$ cat config.mk
export PLATFORM = sky130hd
export DESIGN_NAME = i2c_status_flags
export DESIGN_NICKNAME = d
export VERILOG_FILES = /design/src/rtl/i2c_sf_pkg.sv /design/src/rtl/i2c_sf_flag.sv /design/src/rtl/i2c_sf_seqflag.sv /design/src/rtl/i2c_status_flags.sv
export SDC_FILE = /design/constraint.sdc
export NUM_CORES = 1
export LEC_CHECK = 0
export BUFFER_PORTS_ARGS = -buffer_cell sky130_fd_sc_hd__buf_2
export CAP_MARGIN = 20
export CORE_UTILIZATION = 38
export CTS_BUF_LIST = sky130_fd_sc_hd__clkbuf_8
export DETAILED_ROUTE_END_ITERATION = 8
export PLACE_DENSITY = 0.81
export SYNTH_ARGS = -nofsm -noshare
export SYNTH_HDL_FRONTEND = slang
export SYNTH_SLANG_ARGS = --single-unit
$ cat constraint.sdc
create_clock -name clk -period 1.18 [get_ports clk]
set_clock_uncertainty 0.1 [all_clocks]
set_input_delay 0.118 -clock clk [delete_from_list [all_inputs] [get_ports clk]]
set_output_delay 0.118 -clock clk [all_outputs]
set_load 0.05 [all_outputs]
$ cat src/rtl/i2c_sf_pkg.sv
package i2c_sf_pkg;
  localparam int POS_ACKERR   = 10;
  localparam int POS_ARBLOST  = 9;
  localparam int POS_BUSERR   = 8;
  localparam int POS_TXEMPTY  = 7;
  localparam int POS_RXFULL   = 6;
  localparam int POS_STOP     = 4;
  localparam int POS_HDR10    = 3;
  localparam int POS_BYTEDONE = 2;
  localparam int POS_ADDR     = 1;
  localparam int N_ERR        = 3;
  localparam int N_SEQ        = 4;
  localparam int MIN_WORD_W   = POS_ACKERR + 1;
endpackage

$ cat src/rtl/i2c_sf_flag.sv
// Plain set/clear flag, set has priority, enable low empties it.
module i2c_sf_flag (
  input  logic clk,
  input  logic rst_n,
  input  logic en,
  input  logic set,
  input  logic clr,
  output logic q
);
  logic d, ld;

  always_comb begin
    if (!en)      d = 1'b0;
    else if (set) d = 1'b1;
    else if (clr) d = 1'b0;
    else          d = q;
    ld = d ^ q;
  end

  always_ff @(posedge clk or negedge rst_n) begin
    if (!rst_n)  q <= 1'b0;
    else if (ld) q <= d;
  end
endmodule

$ cat src/rtl/i2c_sf_seqflag.sv
// Flag cleared by a status read that saw it set, followed by a second access.
module i2c_sf_seqflag (
  input  logic clk,
  input  logic rst_n,
  input  logic en,
  input  logic set,
  input  logic arm,
  input  logic consume,
  input  logic hw_clr,
  output logic q
);
  logic pend_q, d, pend_d, take, ld, pend_ld;

  always_comb begin
    take = pend_q & consume;
    if (!en)                 d = 1'b0;
    else if (set)            d = 1'b1;
    else if (take || hw_clr) d = 1'b0;
    else                     d = q;

    if (!en || !d)           pend_d = 1'b0;
    else if (arm && q)       pend_d = 1'b1;
    else if (take)           pend_d = 1'b0;
    else                     pend_d = pend_q;

    ld      = d ^ q;
    pend_ld = pend_d ^ pend_q;
  end

  always_ff @(posedge clk or negedge rst_n) begin
    if (!rst_n)  q <= 1'b0;
    else if (ld) q <= d;
  end

  always_ff @(posedge clk or negedge rst_n) begin
    if (!rst_n)       pend_q <= 1'b0;
    else if (pend_ld) pend_q <= pend_d;
  end
endmodule

$ cat src/rtl/i2c_status_flags.sv
module i2c_status_flags #(
  parameter int WORD_W = 16
) (
  input  logic              clk,
  input  logic              rst_n,
  input  logic              periph_en,
  input  logic              ev_ack_fail,
  input  logic              ev_arb_lost,
  input  logic              ev_bus_err,
  input  logic              ev_tx_empty,
  input  logic              ev_rx_full,
  input  logic              ev_byte_done,
  input  logic              ev_stop,
  input  logic              ev_hdr10,
  input  logic              ev_addr,
  input  logic              ev_bus_cond,
  input  logic              acc_rd_status,
  input  logic              acc_wr_status,
  input  logic [WORD_W-1:0] acc_wdata,
  input  logic              acc_rd_status2,
  input  logic              acc_rd_data,
  input  logic              acc_wr_data,
  input  logic              acc_wr_ctrl,
  output logic [WORD_W-1:0] status_word,
  output logic              fl_ack_fail,
  output logic              fl_arb_lost,
  output logic              fl_bus_err,
  output logic              fl_tx_empty,
  output logic              fl_rx_full,
  output logic              fl_stop,
  output logic              fl_hdr10,
  output logic              fl_byte_done,
  output logic              fl_addr
);
  import i2c_sf_pkg::*;

  localparam int ERR_N = N_ERR;
  localparam int SEQ_N = N_SEQ;

  logic [ERR_N-1:0] err_set, err_q;
  logic [SEQ_N-1:0] seq_set, seq_cons, seq_hw, seq_q;

  // error flags: index 0 ack, 1 arbitration, 2 bus error
  assign err_set = {ev_bus_err, ev_arb_lost, ev_ack_fail};

  for (genvar g = 0; g < ERR_N; g++) begin : g_err
    localparam int P = (g == 0) ? POS_ACKERR : (g == 1) ? POS_ARBLOST : POS_BUSERR;
    i2c_sf_flag u_flag (
      .clk (clk),
      .rst_n (rst_n),
      .en  (periph_en),
      .set (err_set[g]),
      .clr (acc_wr_status & ~acc_wdata[P]),
      .q   (err_q[g])
    );
  end

  i2c_sf_flag u_txe (
    .clk (clk), .rst_n (rst_n), .en (periph_en),
    .set (ev_tx_empty),
    .clr (acc_wr_data | ev_bus_cond),
    .q   (fl_tx_empty)
  );

  i2c_sf_flag u_rxf (
    .clk (clk), .rst_n (rst_n), .en (periph_en),
    .set (ev_rx_full),
    .clr (acc_rd_data | acc_wr_data),
    .q   (fl_rx_full)
  );

  // sequence flags: index 0 stop, 1 header, 2 byte done, 3 address
  assign seq_set  = {ev_addr, ev_byte_done, ev_hdr10, ev_stop};
  assign seq_cons = {acc_rd_status2, acc_rd_data | acc_wr_data, acc_wr_data, acc_wr_ctrl};
  assign seq_hw   = {1'b0, ev_bus_cond, 1'b0, 1'b0};

  for (genvar g = 0; g < SEQ_N; g++) begin : g_seq
    i2c_sf_seqflag u_seq (
      .clk     (clk),
      .rst_n   (rst_n),
      .en      (periph_en),
      .set     (seq_set[g]),
      .arm     (acc_rd_status),
      .consume (seq_cons[g]),
      .hw_clr  (seq_hw[g]),
      .q       (seq_q[g])
    );
  end

  assign fl_ack_fail  = err_q[0];
  assign fl_arb_lost  = err_q[1];
  assign fl_bus_err   = err_q[2];
  assign fl_stop      = seq_q[0];
  assign fl_hdr10     = seq_q[1];
  assign fl_byte_done = seq_q[2];
  assign fl_addr      = seq_q[3];

  always_comb begin
    status_word               = '0;
    status_word[POS_ACKERR]   = fl_ack_fail;
    status_word[POS_ARBLOST]  = fl_arb_lost;
    status_word[POS_BUSERR]   = fl_bus_err;
    status_word[POS_TXEMPTY]  = fl_tx_empty;
    status_word[POS_RXFULL]   = fl_rx_full;
    status_word[POS_STOP]     = fl_stop;
    status_word[POS_HDR10]    = fl_hdr10;
    status_word[POS_BYTEDONE] = fl_byte_done;
    status_word[POS_ADDR]     = fl_addr;
  end
endmodule

==> load_flow_metrics.sql, run 1 <==
INSERT INTO impl_metrics (metric_group, metric, value, unit) VALUES
('clock_tree', 'clock_tree_from_tritoncts', 'yes', ''),
('sta', 'layout_worst_path_cycle_share', '0.929', ''),
('clock_tree', 'clock-root-buffer', 'sky130_fd_sc_hd__clkbuf_8', ''),
('sta', 'grt_setup_unrepaired', 'false', ''),
('critical_path', 'crit_family', 'flip-flops', ''),
('route', 'drc', '0', ''),
('synth', 'netlist.area_leader.share', '0.476', ''),
('sta', 'timing_hold_violations_final', '0', ''),
('critical_path', 'slowest_delay', '0.38', 'ns'),
('pwr', 'totalPowerFinal', '1.22', 'mW'),
('synth', 'synth_area_per_cell', '10.4', 'um2'),
('floorplanning', 'design.core.area', '1590', 'um2'),
('synth', 'synth-seq-cells', '13', ''),
('sta', 'worst_hold_slack', '0.0162', 'ns'),
('global_routing', 'vias_in_the_first_global_route', '464', ''),
('final_layout', 'layout.nets', '135', ''),
('clock_tree', 'path_clk_slew', '0.06', 'ns'),
('pwr', 'share_comb_of_total_power', '0.282', ''),
('global_routing', 'maximum_number_of_pins_on_one_net_before_global_route_repair', '14', ''),
('critical_path', 'criticalPathCategory', 'reg -> out', ''),
('final_layout', 'syn_to_final_growth', '26.9', '%'),
('sta', 'final.min_clock_period', '1.10', 'ns'),
('critical_path', 'cpMaxStageDelayCell', 'sky130_fd_sc_hd__dfrtp_2', ''),
('clock_tree', 'clock_tree.buffer_depth', '2', ''),
('synth', 'synthDistinctLibCells', '17', ''),
('global_routing', 'initial_antenna_violation_count', '0', ''),
('pwr', 'power_leakage', '0.477', 'nW'),
('route', 'post_drt_wl_per_cell', '9.89', 'um'),
('final_layout', 'fin_cells', '123', ''),
('floorplanning', 'dieHeight', '44.4', 'um'),
('synth', 'yosysSeqAreaShare', '0.476', ''),
('route', 'detailedRoute.firstIterationViolations', '2', ''),
('pwr', 'p_seq_frac', '0.401', ''),
('floorplanning', 'placement_rows', '14', ''),
('clock_tree', 'clk-insertion-delay-late', '0.24', 'ns'),
('pwr', 'power.share.switching', '0.352', ''),
('synth', 'synthTopCellsByArea', 'sky130_fd_sc_hd__dfrtp_1 48%, sky130_fd_sc_hd__buf_4 18%, sky130_fd_sc_hd__nor2b_1 5.5%', ''),
('sta', 'setup_violations', '0', ''),
('critical_path', 'startpoint_type', 'flip-flop', ''),
('placement', 'port_buffers', '39', ''),
('job', 'maxCapViolCount', '0', ''),
('min_path', 'holdCritPathClass', 'in -> reg', ''),
('critical_path', 'timing.critical_path.to_type', 'output port', ''),
('clock_tree', 'cts_setup_buffers', '0', ''),
('critical_path', 'worstPathMaxFanout', '4', ''),
('critical_path', 'crit_chain', 'buf_2', ''),
('synth', 'synth.yosys.warnings', '0', ''),
('final_layout', 'final_cell_mix', '39 x sky130_fd_sc_hd__buf_2, 9 x sky130_fd_sc_hd__dfrtp_1, 7 x sky130_fd_sc_hd__conb_1, 6 x sky130_fd_sc_hd__nor2b_1', ''),
('route', 'detailroute.via_count', '533', ''),
('sta', 'slew_limit_fails', '0', ''),
('global_routing', 'grt_first_pass_wirelength', '1790', 'um'),
('final_layout', 'antenna_cells_inserted', '0', ''),
('final_layout', 'layout.cell_area.non_filler', '867', 'um2'),
('route', 'avgViaCountPerCell', '4.33', ''),
('placement', 'post-dp-hpwl', '964', 'um'),
('route', 'wl', '1220', 'um'),
('placement', 'placed_area', '811', 'um2'),
('final_layout', 'fraction_of_layout_cells_with_a_size_suffix_above_1', '0.495', ''),
('placement', 'rd_place_congestion', '0.714', ''),
('pwr', 'power.density_cell_area', '1410', 'nW/um2'),
('route', 'drt-pass1-iter-count', '2', ''),
('critical_path', 'worst-path-buf-inv', '1', ''),
('route', 'antenna_left', '0', ''),
('clock_tree', 'numCtsBuffers', '3', ''),
('status', 'outcome', 'complete, no violations', ''),
('placement', 'dp_cells', '118', ''),
('critical_path', 'critical_path_required', '0.96', 'ns'),
('floorplanning', 'dieArea', '1970', 'um2'),
('pwr', 'clockPowerShare', '0.317', ''),
('placement', 'dp_slack', '0.0963', 'ns'),
('synth', 'synthesis.instances', '66', '');
[synthesized netlist by cell type (all sizes together)]
library cell and number:
dfrtp 13, nor3b 1, a22oi 4, conb 1
inv 4, o21ai 1, clkbuf 1, nor2b 7
and2b 2, a21oi 4, nor2 1, nand2b 3
a31oi 2, o21a 3, buf 16, a21boi 3
[worst register-to-register path: cells and delay by family, from the launching register on]
kind | cells | cell delay (ns)
AND/OR/NAND/NOR | 1 | 0.15
AO/OA/AOI/OAI | 2 | 0.31
flip-flops | 1 | 0.42
[metrics by stage]
step            util  setup TNS (ns)
2_1_floorplan      -         -0.0169
3_3_place_gp   0.509               0
3_5_place_dp   0.509               0
4_1_cts        0.544               0
5_1_grt        0.544               0
6_report       0.544               0
[final cells by class]
| cell class | instances | area (um2) |
|---|---|---|
| clock buffers | 3 | 41.3 |
| clock inverters | 1 | 5.00 |
| fillers | 154 | 727 |
| inverters | 4 | 15.0 |
| multi-input cells | 38 | 240 |
| flip-flops and latches | 13 | 330 |
| well taps | 24 | 30.0 |
| repair buffers | 40 | 205 |
[path summary, 6_finish.rpt]
check	startpoint	end	slack, ns	cells past startpoint
worst max-delay path	g_seq[2].u_seq.q$_DFFE_PN0P_	status_word[2]	0.08	1
worst min-delay path	ev_bus_err	g_err[2].u_flag.q$_DFFE_PN0P_	0.02	3
worst max register to register	g_seq[0].u_seq.q$_DFFE_PN0P_	g_seq[0].u_seq.pend_q$_DFFE_PN0P_	0.10	3
worst min register to register	u_rxf.q$_DFFE_PN0P_	u_rxf.q$_DFFE_PN0P_	0.45	2
max in group asynchronous	rst_n	g_seq[2].u_seq.q$_DFFE_PN0P_	0.54	2
min in group asynchronous	rst_n	g_seq[0].u_seq.pend_q$_DFFE_PN0P_	0.20	2
[state kept, by name, summed over array words and instances (netlist names)]
signal,count
g_err.u_flag.q,3
g_seq.u_seq.q,4
u_txe.q,1
g_seq.u_seq.pend_q,4
u_rxf.q,1
[logic make-up (layout without fill, tap and decap cells)]
family	after synthesis	in the layout	synth area share
other cells	1	7	0.00549
buf+inv	21	48	0.205
compound gates	17	17	0.165
flops	13	13	0.476
simple gates	14	14	0.148
[power groups by stage]
stage | registers (mW) | logic [mW] | clock network, mW
floorplan | 0.570 | 0.223 | 0
global placement | 0.496 | 0.340 | 0
detailed placement | 0.498 | 0.344 | 0
CTS | 0.490 | 0.347 | 0.401
global route | 0.493 | 0.363 | 0.431
finish | 0.490 | 0.344 | 0.388
[per-layer routing]
metal  share of wire  global-route usage
met1            0.44               0.156
met2            0.48               0.209
met3           0.079              0.0490
met4               0              0.0364
met5               0                   0
[repair_timing]
action,4_1_cts,5_1_grt
hold endpoints to repair,13,0
resized for setup,0,0
hold buffers,1,0
Note: power is estimated with default switching activity, not from simulation.
==> run 2: changes to the inputs <==
BUFFER_PORTS_ARGS = unset   (was -buffer_cell sky130_fd_sc_hd__buf_2)
CORE_AREA = 2 2 39 41   (was unset)
CORE_UTILIZATION = unset   (was 38)
CTS_BUF_LIST = sky130_fd_sc_hd__clkbuf_4 sky130_fd_sc_hd__clkbuf_8   (was sky130_fd_sc_hd__clkbuf_8)
DIE_AREA = 0 0 41 43   (was unset)
DONT_BUFFER_PORTS = 1   (was unset)
PLACE_DENSITY = 0.66   (was 0.81)
==> load_flow_metrics.sql, run 2 (synthesized netlist as in run 1, its figures left out) <==
INSERT INTO impl_metrics (metric_group, metric, value, unit) VALUES
('sta', 'setup_violations', '0', ''),
('critical_path', 'criticalPathCategory', 'reg -> out', ''),
('critical_path', 'crit_family', 'flip-flops', ''),
('sta', 'layout_worst_path_cycle_share', '0.974', ''),
('min_path', 'holdCritPathClass', 'in -> reg', ''),
('critical_path', 'startpoint', 'g_seq[0].u_seq.q$_DFFE_PN0P_', ''),
('route', 'detailroute.via_count', '487', ''),
('critical_path', 'worstReg2RegStart', 'g_seq[3].u_seq.q$_DFFE_PN0P_', ''),
('critical_path', 'cp_num_cells', '1', ''),
('global_routing', 'maximum_number_of_pins_on_one_net_before_global_route_repair', '14', ''),
('sta', 'setup_total_negative_slack', '0', 'ns'),
('sta', 'tightestPinTransition', '0.600', 'ns'),
('sta', 'final.min_clock_period', '1.15', 'ns'),
('placement', 'port_buffers', '0', ''),
('critical_path', 'rr_worst_depth', '3', ''),
('placement', 'rd_place_congestion', '0.699', ''),
('floorplanning', 'design.core.area', '1380', 'um2'),
('final_layout', 'layout.filler_cells', '118', ''),
('clock_tree', 'clock_tree.buffer_depth', '2', ''),
('floorplanning', 'dieArea', '1760', 'um2'),
('critical_path', 'slowest_delay', '0.37', 'ns'),
('critical_path', 'crit_chain', 'buf_4', ''),
('clock_tree', 'clock-root-buffer', 'sky130_fd_sc_hd__clkbuf_4', ''),
('final_layout', 'fraction_of_layout_cells_with_a_size_suffix_above_1', '0.224', ''),
('clock_tree', 'path_clk_slew', '0.08', 'ns'),
('clock_tree', 'clk-insertion-delay-late', '0.27', 'ns'),
('clock_tree', 'clock_sinks', '13', ''),
('sta', 'worst_hold_slack', '-0.00156', 'ns'),
('final_layout', 'antenna_cells_inserted', '0', ''),
('critical_path', 'cpMaxStageDelayCell', 'sky130_fd_sc_hd__dfrtp_2', ''),
('sta', 'timing.slew.headroom', '0.599', ''),
('critical_path', 'worstPathArrival', '0.93', 'ns'),
('clock_tree', 'htree_depth', '1', ''),
('critical_path', 'regToRegEndpoint', 'g_seq[3].u_seq.pend_q$_DFFE_PN0P_', ''),
('floorplanning', 'die-width', '41', 'um'),
('route', 'wl', '1260', 'um'),
('floorplanning', 'dieHeight', '43', 'um'),
('pwr', 'power.ir.vdd_worst', '590', 'uV'),
('route', 'avgViaCountPerCell', '4.82', ''),
('floorplanning', 'initial_utilization', '0.494', ''),
('status', 'outcome', 'finished, violations left', ''),
('placement', 'dp_slack', '0.119', 'ns'),
('critical_path', 'startpoint_type', 'flip-flop', ''),
('clock_tree', 'numCtsBuffers', '3', ''),
('route', 'drt-pass1-iter-count', '3', ''),
('critical_path', 'critical_path_required', '0.96', 'ns'),
('final_layout', 'layout.nets', '121', ''),
('sta', 'slew_limit_fails', '0', ''),
('placement', 'post-dp-hpwl', '813', 'um'),
('critical_path', 'timing.critical_path.to_type', 'output port', ''),
('pwr', 'power.density_cell_area', '1260', 'nW/um2'),
('global_routing', 'globalRouteOverflowTotal', '0', ''),
('final_layout', 'final_common_cell', 'sky130_fd_sc_hd__dlygate4sd3_1', ''),
('floorplanning', 'placement_rows', '14', ''),
('global_routing', 'initial_antenna_violation_count', '0', ''),
('sta', 'timing_hold_violations_final', '2', ''),
('critical_path', 'critical_path.endpoint', 'status_word[4]', ''),
('sta', 'finalWorstSetupSlack', '0.0302', 'ns'),
('critical_path', 'worstPathMaxFanout', '3', ''),
('route', 'detailedRoute.firstIterationViolations', '3', ''),
('pwr', 'power_leakage', '0.421', 'nW'),
('sta', 'fmax', '870', 'MHz'),
('critical_path', 'worst-path-buf-inv', '1', ''),
('critical_path', 'worst_reg_to_reg_setup_slack', '0.11', 'ns'),
('route', 'drc', '0', ''),
('floorplanning', 'top_level_pins', '60', ''),
('final_layout', 'syn_to_final_growth', '30.2', '%'),
('job', 'maxCapViolCount', '0', ''),
('route', 'antenna_left', '0', ''),
('final_layout', 'largest_registers', 'g_seq.u_seq.pend_q x4, g_seq.u_seq.q x4, g_err.u_flag.q x3', ''),
('global_routing', 'vias_in_the_first_global_route', '518', ''),
('global_routing', 'grt_util_all_layers', '0.168', ''),
('route', 'post_drt_wl_per_cell', '12.5', 'um'),
('sta', 'grt_setup_unrepaired', 'false', ''),
('clock_tree', 'clock_tree_from_tritoncts', 'yes', ''),
('status', 'failed_checks', 'negative hold slack', ''),
('final_layout', 'final_cell_mix', '17 x sky130_fd_sc_hd__dlygate4sd3_1, 9 x sky130_fd_sc_hd__dfrtp_1, 7 x sky130_fd_sc_hd__conb_1, 6 x sky130_fd_sc_hd__nor2b_1, 5 x sky130_fd_sc_hd__buf_6', ''),
('clock_tree', 'cts_setup_buffers', '0', ''),
('global_routing', 'grt_first_pass_wirelength', '2010', 'um');
run 2: per-layer routing:
metal  part of all wire  vias up  track usage
met4                  0        0       0.0400
li1                   -      235            -
met3              0.078        0       0.0366
met2               0.54       22        0.303
met5                  0        -            0
met1               0.38      230        0.184
run 2: per-stage QoR:
| stage | area, um2 | cells | utilization | total power [mW] |
|---|---|---|---|---|
| floorplan | 711 | 72 | - | 0.793 |
| global placement | 673 | 80 | 0.486 | 0.781 |
| detailed placement | 673 | 80 | 0.486 | 0.784 |
| CTS | 871 | 101 | 0.629 | 1.11 |
| global route | 890 | 101 | 0.643 | 1.16 |
| finish | 890 | 101 | 0.643 | 1.12 |
run 2: timing repair:
action,4_1_cts,5_1_grt
gates resized for setup,0,5
hold endpoints to repair,26,0
endpoints found under the setup margin,0,10
hold buffers,17,0
run 2: area by class of cell:
class / count / area [um2] / share of cell area
Multi-Input combinational cell: 38 / 240 / 0.270
Clock inverter: 1 / 5.00 / 0.00563
Timing Repair Buffer: 26 / 256 / 0.288
Clock buffer: 3 / 22.5 / 0.0253
Tap cell: 16 / 20.0 / 0.0225
Sequential cell: 13 / 330 / 0.371
Inverter: 4 / 15.0 / 0.0169
run 2: where the power goes:
part | internal (mW) | switching, mW | leakage [nW]
combinational | 0.103 | 0.253 | 0.240
sequential | 0.471 | 0.0172 | 0.164
clock | 0.125 | 0.147 | 0.0177
run 2: worst min-delay path by stage:
stage	start	end	cells after the start
6_report	acc_rd_status	g_seq[2].u_seq.pend_q$_DFFE_PN0P_	2
5_1_grt	acc_rd_status	g_seq[3].u_seq.pend_q$_DFFE_PN0P_	2
4_1_cts	acc_rd_status	g_seq[3].u_seq.pend_q$_DFFE_PN0P_	2
3_5_place_dp	rst_n	g_err[1].u_flag.q$_DFFE_PN0P_	0
3_3_place_gp	rst_n	g_err[1].u_flag.q$_DFFE_PN0P_	0
2_1_floorplan	rst_n	g_err[0].u_flag.q$_DFFE_PN0P_	0
==> run 3: changes to the inputs <==
PLACE_DENSITY = 0.75   (was 0.66)
REMOVE_ABC_BUFFERS = 1   (was unset)
SYNTH_HIERARCHICAL = 1   (was unset)
==> load_flow_metrics.sql, run 3 <==
INSERT INTO impl_metrics (metric_group, metric, value, unit) VALUES
('floorplanning', 'die-width', '41', 'um'),
('synth', 'synth.yosys.warnings', '6', ''),
('synth', 'synthDistinctLibCells', '12', ''),
('sta', 'grt_setup_unrepaired', 'false', ''),
('global_routing', 'maximum_number_of_pins_on_one_net_before_global_route_repair', '14', ''),
('critical_path', 'cpMaxStageDelayCell', 'sky130_fd_sc_hd__dfrtp_1', ''),
('final_layout', 'syn_to_final_growth', '22.6', '%'),
('final_layout', 'antenna_cells_inserted', '0', ''),
('final_layout', 'final_cell_mix', '13 x sky130_fd_sc_hd__dfrtp_1, 12 x sky130_fd_sc_hd__dlygate4sd3_1, 10 x sky130_fd_sc_hd__conb_1, 8 x sky130_fd_sc_hd__inv_1, 7 x sky130_fd_sc_hd__nor2b_1', ''),
('synth', 'post-synth-top-count-cell', 'sky130_fd_sc_hd__buf_4', ''),
('status', 'outcome', 'complete, no violations', ''),
('pwr', 'power.ir.vdd_worst', '655', 'uV'),
('clock_tree', 'clock-root-buffer', 'sky130_fd_sc_hd__clkbuf_4', ''),
('sta', 'tightestPinTransition', '0.588', 'ns'),
('critical_path', 'slowest_delay', '0.40', 'ns'),
('clock_tree', 'clock_tree.buffer_depth', '2', ''),
('final_layout', 'post-route-util', '0.697', ''),
('clock_tree', 'cts_setup_buffers', '0', ''),
('final_layout', 'final_common_cell', 'sky130_fd_sc_hd__dfrtp_1', ''),
('pwr', 'power.density_cell_area', '1180', 'nW/um2'),
('synth', 'mappedNetlistArea', '787', 'um2'),
('pwr', 'power_leakage', '0.436', 'nW'),
('final_layout', 'layout.nets', '127', ''),
('critical_path', 'crit_chain', 'buf_6', ''),
('sta', 'final.min_clock_period', '1.13', 'ns'),
('placement', 'port_buffers', '0', ''),
('synth', 'synth-simple-area-share', '0.242', ''),
('critical_path', 'rr_worst_depth', '3', ''),
('floorplanning', 'dieArea', '1760', 'um2'),
('global_routing', 'initial_antenna_violation_count', '0', ''),
('floorplanning', 'placement_rows', '14', ''),
('synth', 'synth_area_per_cell', '10.8', 'um2'),
('critical_path', 'worstPathMaxFanout', '3', ''),
('floorplanning', 'design.core.area', '1380', 'um2'),
('critical_path', 'critical_path_required', '0.96', 'ns'),
('route', 'antenna_left', '0', ''),
('synth', 'netlist.area_leader.share', '0.413', ''),
('critical_path', 'timing.critical_path.to_type', 'output port', ''),
('sta', 'setup_violations', '0', ''),
('pwr', 'totalPowerFinal', '1.14', 'mW'),
('synth', 'postSynth.topFlopCell', 'sky130_fd_sc_hd__dfrtp_1', ''),
('critical_path', 'crit_family', 'flip-flops', ''),
('critical_path', 'worst-path-buf-inv', '1', ''),
('floorplanning', 'top_level_pins', '60', ''),
('clock_tree', 'numCtsBuffers', '3', ''),
('critical_path', 'worstPathArrival', '0.91', 'ns'),
('route', 'drc', '0', ''),
('route', 'drt-pass1-iter-count', '4', ''),
('route', 'detailedRoute.firstIterationViolations', '6', ''),
('synth', 'yosysSeqAreaShare', '0.413', ''),
('clock_tree', 'clk-insertion-delay-late', '0.27', 'ns'),
('route', 'post_drt_wl_per_cell', '11.4', 'um'),
('clock_tree', 'htree_depth', '1', ''),
('sta', 'timing.slew.headroom', '0.606', ''),
('min_path', 'holdPathStages', '2', ''),
('final_layout', 'layout.cell_area.non_filler', '965', 'um2'),
('global_routing', 'vias_in_the_first_global_route', '531', ''),
('synth', 'synthTopCellsByArea', 'sky130_fd_sc_hd__dfrtp_1 41%, sky130_fd_sc_hd__buf_4 15%, sky130_fd_sc_hd__nor2b_4 8.7%', ''),
('min_path', 'hold_start', 'acc_rd_status', ''),
('route', 'wl', '1220', 'um'),
('floorplanning', 'initial_utilization', '0.569', ''),
('critical_path', 'worst_reg_to_reg_setup_slack', '0.23', 'ns'),
('placement', 'rd_place_congestion', '0.676', ''),
('sta', 'fmax', '883', 'MHz'),
('min_path', 'holdCritPathClass', 'in -> reg', ''),
('placement', 'placed_area', '788', 'um2'),
('floorplanning', 'dieHeight', '43', 'um'),
('synth', 'compound_gate_portion_of_the_synthesized_area', '0.149', ''),
('min_path', 'worstHoldEndpoint', 'g_seq[1].u_seq/pend_q$_DFFE_PN0P_', ''),
('clock_tree', 'clock_tree_from_tritoncts', 'yes', ''),
('critical_path', 'worstReg2RegStart', 'g_seq[3].u_seq/pend_q$_DFFE_PN0P_', ''),
('synth', 'synth_largest_area_cell', 'sky130_fd_sc_hd__dfrtp_1', ''),
('synth', 'synth_top_cells_by_count', '16 x sky130_fd_sc_hd__buf_4, 13 x sky130_fd_sc_hd__dfrtp_1, 8 x sky130_fd_sc_hd__inv_1, 7 x sky130_fd_sc_hd__nor2b_1', ''),
('route', 'detailroute.via_count', '520', ''),
('synth', 'synthesis.instances', '73', ''),
('synth', 'synth-adder-area-share', '0', ''),
('synth', 'synth-seq-cells', '13', ''),
('clock_tree', 'clock_sinks', '13', ''),
('synth', 'synth-edff-count', '0', ''),
('sta', 'slew_limit_fails', '0', ''),
('clock_tree', 'path_clk_slew', '0.08', 'ns'),
('route', 'avgViaCountPerCell', '4.86', ''),
('synth', 'synth_top_family_by_area', 'simple AND/OR/NAND/NOR gates', ''),
('critical_path', 'regToRegEndpoint', 'g_seq[3].u_seq/pend_q$_DFFE_PN0P_', ''),
('sta', 'timing_hold_violations_final', '0', ''),
('synth', 'postSynth.asyncResetShare', '1.00', ''),
('global_routing', 'grt_first_pass_wirelength', '1940', 'um'),
('synth', 'synth_xor_area_frac', '0', ''),
('placement', 'post-dp-hpwl', '919', 'um'),
('global_routing', 'globalRouteOverflowTotal', '0', ''),
('job', 'maxCapViolCount', '0', ''),
('final_layout', 'fraction_of_layout_cells_with_a_size_suffix_above_1', '0.286', ''),
('critical_path', 'criticalPathCategory', 'reg -> out', ''),
('sta', 'layout_worst_path_cycle_share', '0.960', ''),
('critical_path', 'startpoint_type', 'flip-flop', ''),
('final_layout', 'largest_registers', 'g_seq.u_seq/pend_q x4, g_seq.u_seq/q x4, g_err.u_flag/q x3', ''),
('global_routing', 'grt_util_all_layers', '0.165', ''),
('synth', 'yosys-mux-area-fraction', '0', '');
-- run 3: changes by cell type after synthesis, sizes merged --
cell | previous run | this run
nand2b | 3 | 0
a21boi | 3 | 0
inv | 4 | 8
nand2 | 0 | 4
or2 | 0 | 2
and2b | 2 | 0
clkbuf | 1 | 0
a21oi | 4 | 0
o21a | 3 | 5
nor2 | 1 | 0
nor3b | 1 | 4
nor2b | 7 | 12
o21ai | 1 | 0
a31oi | 2 | 4
-- run 3: power by group --
| group | internal (mW) | switching [mW] | leakage, nW |
|---|---|---|---|
| clock network | 0.154 | 0.137 | 0.0184 |
| logic | 0.108 | 0.255 | 0.248 |
| registers | 0.468 | 0.0185 | 0.170 |
| total | 0.729 | 0.411 | 0.436 |
-- run 3: area by class of cell --
cell class,instances,area [um2]
fill,110,419
multi-input combinational,45,345
sequential,13,325
timing repair buffer,21,214
clock buffer,4,30.0
inverter,8,30.0
tap,16,20.0
-- run 3: worst max-delay path by stage --
stage	from	end	slack [ns]	depth (start not counted)
final	g_seq[3].u_seq/q$_DFFE_PN0P_	fl_addr	0.05	1
after detailed placement	g_seq[0].u_seq/pend_q$_DFFE_PN0P_	g_seq[0].u_seq/pend_q$_DFFE_PN0P_	0.23	3
after floorplan	g_seq[0].u_seq/q$_DFFE_PN0P_	g_seq[0].u_seq/pend_q$_DFFE_PN0P_	-0.34	2
after CTS	g_err[2].u_flag/q$_DFFE_PN0P_	fl_bus_err	0.03	1
after global placement	acc_wr_data	g_seq[2].u_seq/pend_q$_DFFE_PN0P_	0.23	4
after global routing	u_txe/q$_DFFE_PN0P_	status_word[7]	0.002	1
-- run 3: cells by family after synthesis --
group	Yosys count
other cells	1
simple gates	22
compound gates	13
buf+inv	24
flops	13
-- run 3: what timing repair did --
action / CTS / global route
gates resized for setup: 4 / 3
endpoints found under the setup margin: 8 / 6
hold buffers: 12 / 0
hold endpoints to repair: 26 / 0
-- run 3: per-layer routing --
layer | part of all wire | wire, um | vias to the layer above | track usage
li1 | - | - | 246 | -
met1 | 0.37 | 448 | 246 | 0.171
met2 | 0.54 | 660 | 28 | 0.284
met3 | 0.091 | 111 | 0 | 0.0366
met4 | 0 | 0 | 0 | 0.0867
met5 | 0 | 0 | - | 0
-- run 3: stage by stage --
stage	TNS [ns]	std cells	hold WS, ns	worst slack [ns]
final	0	107	0.00677	0.0478
after global routing	0	107	0.0116	0.00229
after CTS	0	107	0.00751	0.0257
after detailed placement	0	91	-0.277	0.226
after global placement	0	91	-0.277	0.235
after floorplan	-3.68	66	-0.278	-0.336
